$ cat src/rtl/errsig_pkg.sv
package errsig_pkg;
    parameter int UNC_W  = 16;
    parameter int COR_W  = 8;
    parameter int SRC_W  = 16;
    parameter int ADDR_W = 3;
    parameter int DS_W   = 4;
    parameter int CTL_W  = 5;

    localparam int UE_UR  = 8;
    localparam int CE_ADV = 5;
    localparam int CE_HLO = 7;

    localparam int DS_CED  = 0;
    localparam int DS_NFED = 1;
    localparam int DS_FED  = 2;
    localparam int DS_URD  = 3;

    localparam logic [UNC_W-1:0] UNC_SEV_RST = UNC_W'(16'h003F);

    localparam logic [ADDR_W-1:0] A_CMASK = 3'd0;
    localparam logic [ADDR_W-1:0] A_UMASK = 3'd1;
    localparam logic [ADDR_W-1:0] A_USEV  = 3'd2;
    localparam logic [ADDR_W-1:0] A_CTL   = 3'd3;
    localparam logic [ADDR_W-1:0] A_DSTA  = 3'd4;
    localparam logic [ADDR_W-1:0] A_CSTA  = 3'd5;
    localparam logic [ADDR_W-1:0] A_USTA  = 3'd6;

    typedef enum logic [1:0] {
        SEV_COR      = 2'd0,
        SEV_NONFATAL = 2'd1,
        SEV_FATAL    = 2'd2
    } sev_e;

    typedef struct packed {
        logic serr_en;
        logic ur_en;
        logic fatal_en;
        logic nf_en;
        logic cor_en;
    } ctl_t;

    typedef struct packed {
        logic             accept;
        logic [DS_W-1:0]  set_dev;
        logic [COR_W-1:0] set_cor;
        logic [UNC_W-1:0] set_unc;
        logic             log_req;
        logic             send;
        sev_e             sev;
    } verdict_t;

    function automatic logic single_bit(input logic [UNC_W-1:0] v);
        return (v != '0) && ((v & (v - 1'b1)) == '0);
    endfunction
endpackage

$ cat src/rtl/errsig_cfg.sv
module errsig_cfg
    import errsig_pkg::*;
(
    input  logic              clk,
    input  logic              rst,
    input  logic              wr_en,
    input  logic [ADDR_W-1:0] wr_addr,
    input  logic [UNC_W-1:0]  wr_data,
    output logic [COR_W-1:0]  cor_mask,
    output logic [UNC_W-1:0]  unc_mask,
    output logic [UNC_W-1:0]  unc_sev,
    output ctl_t              ctl
);
    always_ff @(posedge clk) begin
        if (rst) begin
            cor_mask <= '0;
            unc_mask <= '0;
            unc_sev  <= UNC_SEV_RST;
            ctl      <= '0;
        end else if (wr_en) begin
            case (wr_addr)
                A_CMASK: cor_mask <= wr_data[COR_W-1:0];
                A_UMASK: unc_mask <= wr_data;
                A_USEV:  unc_sev  <= wr_data;
                A_CTL:   ctl      <= ctl_t'(wr_data[CTL_W-1:0]);
                default: ;
            endcase
        end
    end
endmodule

$ cat src/rtl/errsig_classify.sv
module errsig_classify
    import errsig_pkg::*;
(
    input  logic             is_cor,
    input  logic             adv,
    input  logic [UNC_W-1:0] status,
    input  logic [COR_W-1:0] cor_mask,
    input  logic [UNC_W-1:0] unc_mask,
    input  logic [UNC_W-1:0] unc_sev,
    input  ctl_t             ctl,
    output verdict_t         vd
);
    logic [COR_W-1:0] cst;
    logic [COR_W-1:0] cbit;
    logic             ur, fatal, use_cor;

    always_comb begin
        cst     = status[COR_W-1:0];
        ur      = !is_cor && status[UE_UR];
        fatal   = |(status & unc_sev);
        use_cor = is_cor || (!fatal && adv);
        cbit    = is_cor ? cst : COR_W'(1) << CE_ADV;
        vd      = '0;
        vd.sev  = SEV_COR;
        vd.accept = is_cor ? single_bit(UNC_W'(cst)) : single_bit(status);
        if (vd.accept) begin
            vd.set_dev[DS_URD] = ur;
            if (use_cor) begin
                vd.set_dev[DS_CED] = 1'b1;
                vd.set_cor         = cbit;
                if (!(|(cbit & cor_mask))) begin
                    if (!is_cor) begin
                        vd.set_unc = status;
                        vd.log_req = !(|(status & unc_mask));
                    end
                    vd.send = ctl.cor_en && !(ur && !ctl.ur_en);
                end
            end else begin
                if (fatal) vd.set_dev[DS_FED] = 1'b1;
                else       vd.set_dev[DS_NFED] = 1'b1;
                vd.set_unc = status;
                if (!(|(status & unc_mask))) begin
                    vd.log_req = 1'b1;
                    vd.send = !(ur && !ctl.ur_en && !ctl.serr_en) &&
                              (ctl.serr_en || (fatal ? ctl.fatal_en : ctl.nf_en));
                    vd.sev  = fatal ? SEV_FATAL : SEV_NONFATAL;
                end
            end
        end
    end
endmodule

$ cat src/rtl/err_signaler.sv
module err_signaler
    import errsig_pkg::*;
(
    input  logic              clk,
    input  logic              rst,
    input  logic              evt_valid,
    input  logic [UNC_W-1:0]  evt_status,
    input  logic              evt_is_cor,
    input  logic              evt_adv,
    input  logic [SRC_W-1:0]  evt_src,
    input  logic              log_full,
    input  logic              wr_en,
    input  logic [ADDR_W-1:0] wr_addr,
    input  logic [UNC_W-1:0]  wr_data,
    output logic [DS_W-1:0]   dev_sta,
    output logic [COR_W-1:0]  cor_sta,
    output logic [UNC_W-1:0]  unc_sta,
    output logic              msg_valid,
    output logic [1:0]        msg_sev,
    output logic [SRC_W-1:0]  msg_src,
    output logic              log_req,
    output logic [UNC_W-1:0]  log_err
);
    logic [COR_W-1:0] cor_mask;
    logic [UNC_W-1:0] unc_mask, unc_sev;
    ctl_t             ctl;
    verdict_t         vd;
    logic             ovf_pend;
    logic [SRC_W-1:0] ovf_src;
    logic             proc, act;
    logic             cur_cor, cur_adv;
    logic [UNC_W-1:0] cur_status;
    logic [SRC_W-1:0] cur_src;
    logic [DS_W-1:0]  clr_dev;
    logic [COR_W-1:0] clr_cor;
    logic [UNC_W-1:0] clr_unc;

    errsig_cfg u_cfg (
        .clk(clk), .rst(rst), .wr_en(wr_en), .wr_addr(wr_addr), .wr_data(wr_data),
        .cor_mask(cor_mask), .unc_mask(unc_mask), .unc_sev(unc_sev), .ctl(ctl)
    );

    always_comb begin
        proc       = ovf_pend || evt_valid;
        cur_cor    = ovf_pend ? 1'b1 : evt_is_cor;
        cur_adv    = ovf_pend ? 1'b0 : evt_adv;
        cur_status = ovf_pend ? UNC_W'(1) << CE_HLO : evt_status;
        cur_src    = ovf_pend ? ovf_src : evt_src;
    end

    errsig_classify u_cls (
        .is_cor(cur_cor), .adv(cur_adv), .status(cur_status),
        .cor_mask(cor_mask), .unc_mask(unc_mask), .unc_sev(unc_sev),
        .ctl(ctl), .vd(vd)
    );

    assign act     = proc && vd.accept;
    assign log_req = act && vd.log_req;
    assign log_err = vd.set_unc;
    assign clr_dev = (wr_en && wr_addr == A_DSTA) ? wr_data[DS_W-1:0]  : '0;
    assign clr_cor = (wr_en && wr_addr == A_CSTA) ? wr_data[COR_W-1:0] : '0;
    assign clr_unc = (wr_en && wr_addr == A_USTA) ? wr_data            : '0;

    always_ff @(posedge clk) begin
        if (rst) begin
            dev_sta   <= '0;
            cor_sta   <= '0;
            unc_sta   <= '0;
            msg_valid <= 1'b0;
            msg_sev   <= SEV_COR;
            msg_src   <= '0;
            ovf_pend  <= 1'b0;
            ovf_src   <= '0;
        end else begin
            dev_sta   <= (dev_sta & ~clr_dev) | (act ? vd.set_dev : '0);
            cor_sta   <= (cor_sta & ~clr_cor) | (act ? vd.set_cor : '0);
            unc_sta   <= (unc_sta & ~clr_unc) | (act ? vd.set_unc : '0);
            msg_valid <= act && vd.send;
            if (act && vd.send) begin
                msg_sev <= vd.sev;
                msg_src <= cur_src;
            end
            ovf_pend <= log_req && log_full;
            if (log_req && log_full) ovf_src <= evt_src;
        end
    end


    reject_multi_chk: assert property (@(posedge clk) disable iff (rst)
        (evt_valid && !ovf_pend && !evt_is_cor && $countones(evt_status) > 1) |=> !msg_valid);


    msg_cause_chk: assert property (@(posedge clk) disable iff (rst)
        msg_valid |-> $past(evt_valid || ovf_pend));


    sev_legal_chk: assert property (@(posedge clk) disable iff (rst)
        msg_valid |-> (msg_sev != 2'd3));


    log_onehot_chk: assert property (@(posedge clk) disable iff (rst)
        log_req |-> ($countones(log_err) == 1 && !evt_is_cor));


    ovf_next_chk: assert property (@(posedge clk) disable iff (rst)
        (log_req && log_full) |=> (!log_req && ovf_pend));


    cor_sticky_chk: assert property (@(posedge clk) disable iff (rst)
        !(wr_en && wr_addr == A_CSTA) |=> ((cor_sta & $past(cor_sta)) == $past(cor_sta)));
endmodule

$ cat config.mk
export PLATFORM = sky130hd
export DESIGN_NAME = err_signaler
export DESIGN_NICKNAME = d
export VERILOG_FILES = /design/src/rtl/errsig_pkg.sv /design/src/rtl/errsig_cfg.sv /design/src/rtl/errsig_classify.sv /design/src/rtl/err_signaler.sv
export SDC_FILE = /design/constraint.sdc
export NUM_CORES = 1
export LEC_CHECK = 0
export CAP_MARGIN = 10
export CORE_MARGIN = 4
export CORE_UTILIZATION = 30
export CTS_CLUSTER_SIZE = 25
export DETAILED_ROUTE_END_ITERATION = 8
export DONT_BUFFER_PORTS = 1
export GPL_ROUTABILITY_DRIVEN = 1
export HOLD_SLACK_MARGIN = 0.15
export PLACE_DENSITY = 0.44
export SYNTH_ARGS = -nofsm -noshare
export SYNTH_HDL_FRONTEND = slang
export SYNTH_SLANG_ARGS = --single-unit
$ cat constraint.sdc
create_clock -name clk -period 4.5 [get_ports clk]
set_clock_uncertainty 0.05 [all_clocks]
set_input_delay 0.225 -clock clk [delete_from_list [all_inputs] [get_ports clk]]
set_output_delay 0.225 -clock clk [all_outputs]
set_load 0.005 [all_outputs]
==> impl_metrics.ini <==
[worst_hold_path]
hp-class = input pin to register
hp-start = evt_src[2]

[yosys]
synth_enable_flop_cells = 0
synthArstFlopShare_pct = 0
synthAdderAreaFrac_pct = 0.409
muxShareOfSynthArea_pct = 11.4
synth-seq-cells = 109
postSynthCellCount = 625
ys_types = 57
synth_warnings = 0
synth_top_family_by_area = simple AND/OR/NAND/NOR gates
syn_nets = 683
synth-simple-area-share_pct = 24.0
synth_xor_area_share_pct = 0
synthFlopType = dfxtp_1
avgSynthCellArea_um2 = 8.32
ys_seq_area_share_pct = 42.0
netlist_area_um2 = 5200
synth_compound_area_share_pct = 14.8

[critical_path]
slowest_delay_ps = 580
required_ps = 4740
slowest_stage = dlygate4sd3_1
cp-start-kind = register
endpoint_kind = register
timing.critical_path.mode_cell = buf_4
arrival_ps = 3250
cp.buffers_inverters = 3
cp_max_fo = 33
r2r_start = ovf_pend
crit_path_start = ovf_pend
path_cells = buf_4, nor2b_1, maj3_1, nor3_1, o32a_1, and4_1, buf_4, a32oi_1, dlygate4sd3_1, nor2_1
crit_type = register to register
cp_top_family = buffers and inverters

[pwr]
ir_worst_vdd_mv = 0.207
powerDensity_nw_per_um2 = 305
p_leak_nw = 2.12

[sta]
max_freq_mhz = 332
grt_setup_unrepaired = no
fin_tns_setup_ps = 0
finalMaxSlewViolations = 0
final.min_clock_period_ps = 3010
fin_crit_sh_pct = 66.9
maxSlewHeadroom_pct = 16.2
finalHoldViolCount = 0
finalSetupViolations = 0
worst_pin_slew_ps = 1250
hold_slack_ps = 152

[clock_tree]
htreeDepth = 3
clock_sinks = 109
cts_tree = yes
insertion_delay_ps = 350
cts_buffer_depth = 2
cts_made_buffers = 9
cts_resized = 0
path_clk_slew_ps = 70
root_buffer = clkbuf_16

[detailed_routing]
first_pass_iters = 4
route.detailed.drc = 0
totalWireLength_um = 17400
first_iter_violations = 292
vias = 4571
viasPerCell = 5.20
drt.antenna.violating_nets = 0
wl_per_cell_um = 19.8

[finish]
register_area_um2 = 2180
fin_nets = 711
final_core_util_pct = 36.8
syn2layout_area_growth_pct = 18.5
drive_gt1_share_pct = 7.14
num-fill-cells = 1718
multiInputGateArea_um2 = 2640
final_cells = 879

[die]
initial_core_util_pct = 31.0
core-area_um2 = 16800
die_y_um = 140
die-area_um2 = 19500
io_pins = 122
num_rows = 47
die_w_um = 140

[global_routing]
grt_usage_pct = 17.9
grt_overflow_total = 0
grt_max_degree = 69
grt_pass1_wl_um = 27200
antenna_found_initial = 1
grt_pass1_vias = 4613

[flow_run]
drv_cap = 0

[placement]
dpl.cell_count = 788
gp_congestion = 0.794
dp_hpwl_um = 11300
placement.io_buffers = 0

[status]
status = complete, no violations
[repair_timing]
action / 4_1_cts / 5_1_grt
endpoints found under the hold margin: 105 / 0
endpoints found under the setup margin: 0 / 0
setup buffers: 0 / 0
hold buffers: 73 / 0
[Yosys cell counts (all sizes together), types with 2 or more instances]
cell | n | share of area [%]
a22oi | 18 | 2.6
nand3 | 13 | 1.3
buf | 33 | 5.1
and2 | 16 | 1.9
a41oi | 3 | 0.51
dfxtp | 109 | 42
clkbuf | 28 | 2.0
nor4 | 5 | 1.1
nor2 | 35 | 2.5
a21oi | 37 | 3.6
a31oi | 3 | 0.36
a32oi | 17 | 2.9
a211oi | 2 | 0.29
nand2 | 186 | 13
a41o | 2 | 0.38
a32o | 6 | 1.2
o21ai | 4 | 0.46
inv | 4 | 0.29
o21a | 5 | 0.87
nor3 | 12 | 1.3
mux2i | 40 | 7.7
mux2 | 17 | 3.7
nand2b | 7 | 0.84
nor2b | 3 | 0.36
maj3 | 2 | 0.41
[power breakdown]
part	total, W	switching [W]	internal, W
combinational	0.000164	0.0000913	0.0000724
sequential	0.000979	0.00000577	0.000974
clock	0.000740	0.000364	0.000376
total	0.00188	0.000461	0.00142
[worst register-to-register path, stage by stage (launching register included)]
cell           delay (ps)
dfxtp_1               310
buf_4                 340
nor2b_1               120
maj3_1                370
nor3_1                130
o32a_1                250
and4_1                230
buf_4                 310
a32oi_1               180
dlygate4sd3_1         580
nor2_1                 80
[routing by layer]
layer	up-vias	part of all wire (%)	GRT usage, %
met1	2198	44	23.1
li1	2207	-	-
met3	29	7.4	5.45
met2	137	46	28.2
met5	-	0	0
met4	0	2.6	6.94
[final timing paths]
| path | slack (ps) | to | depth (start not counted) |
|---|---|---|---|
| min reg2reg | 410 | u_cfg.cor_mask[3] | 2 |
| max reg2reg | 1490 | unc_sta[2] | 10 |
| max | 1490 | unc_sta[2] | 10 |
| min | 150 | msg_src[2] | 3 |
[cells in the final DEF, fill, tap and decap left out, types with 12 or more instances in the layout]
master / n
nor2_1: 35
nand2_1: 186
mux2i_1: 40
and2_1: 16
dfxtp_1: 109
a22oi_1: 18
mux2_2: 16
dlygate4sd3_1: 72
a32oi_1: 17
a21oi_1: 37
nand3_1: 12
[area by class of cell]
class                           count  area share (%)
Sequential cell                   109            35.4
Antenna cell                        1          0.0406
Multi-Input combinational cell    451            42.8
Timing Repair Buffer               78            12.8
Clock inverter                      4           0.386
Inverter                            4           0.244
Clock buffer                       12            3.84
Tap cell                          220            4.46
[per-stage QoR]
stage,power (W),worst slack [ps],cell area [um2]
after global routing,0.00196,1220,6160
after CTS,0.00190,1460,6150
final,0.00188,1490,6170
after global placement,0.00109,1540,5140
after detailed placement,0.00109,1470,5140
after floorplan,0.00110,2150,5200
[sequential cells by signal, indices dropped and copies added (netlist names)]
signal and count:
u_cfg.cor_mask 8, dev_sta 4, msg_sev 2, msg_src 16
ovf_src 16, cor_sta 8, unc_sta 16, u_cfg.unc_mask 16
u_cfg.ctl 5, ovf_pend 1, u_cfg.unc_sev 16, msg_valid 1
[cells by family (layout without fill, tap and decap cells)]
group	count (synthesis)	after routing
AND/OR/NAND/NOR	285	285
flip-flops	109	109
AO/OA/AOI/OAI	107	107
buffers and inverters	65	98
multiplexers	57	57
adder cells (fa/ha/maj)	2	2
other	0	1
Note: power is estimated with default switching activity, not from simulation.
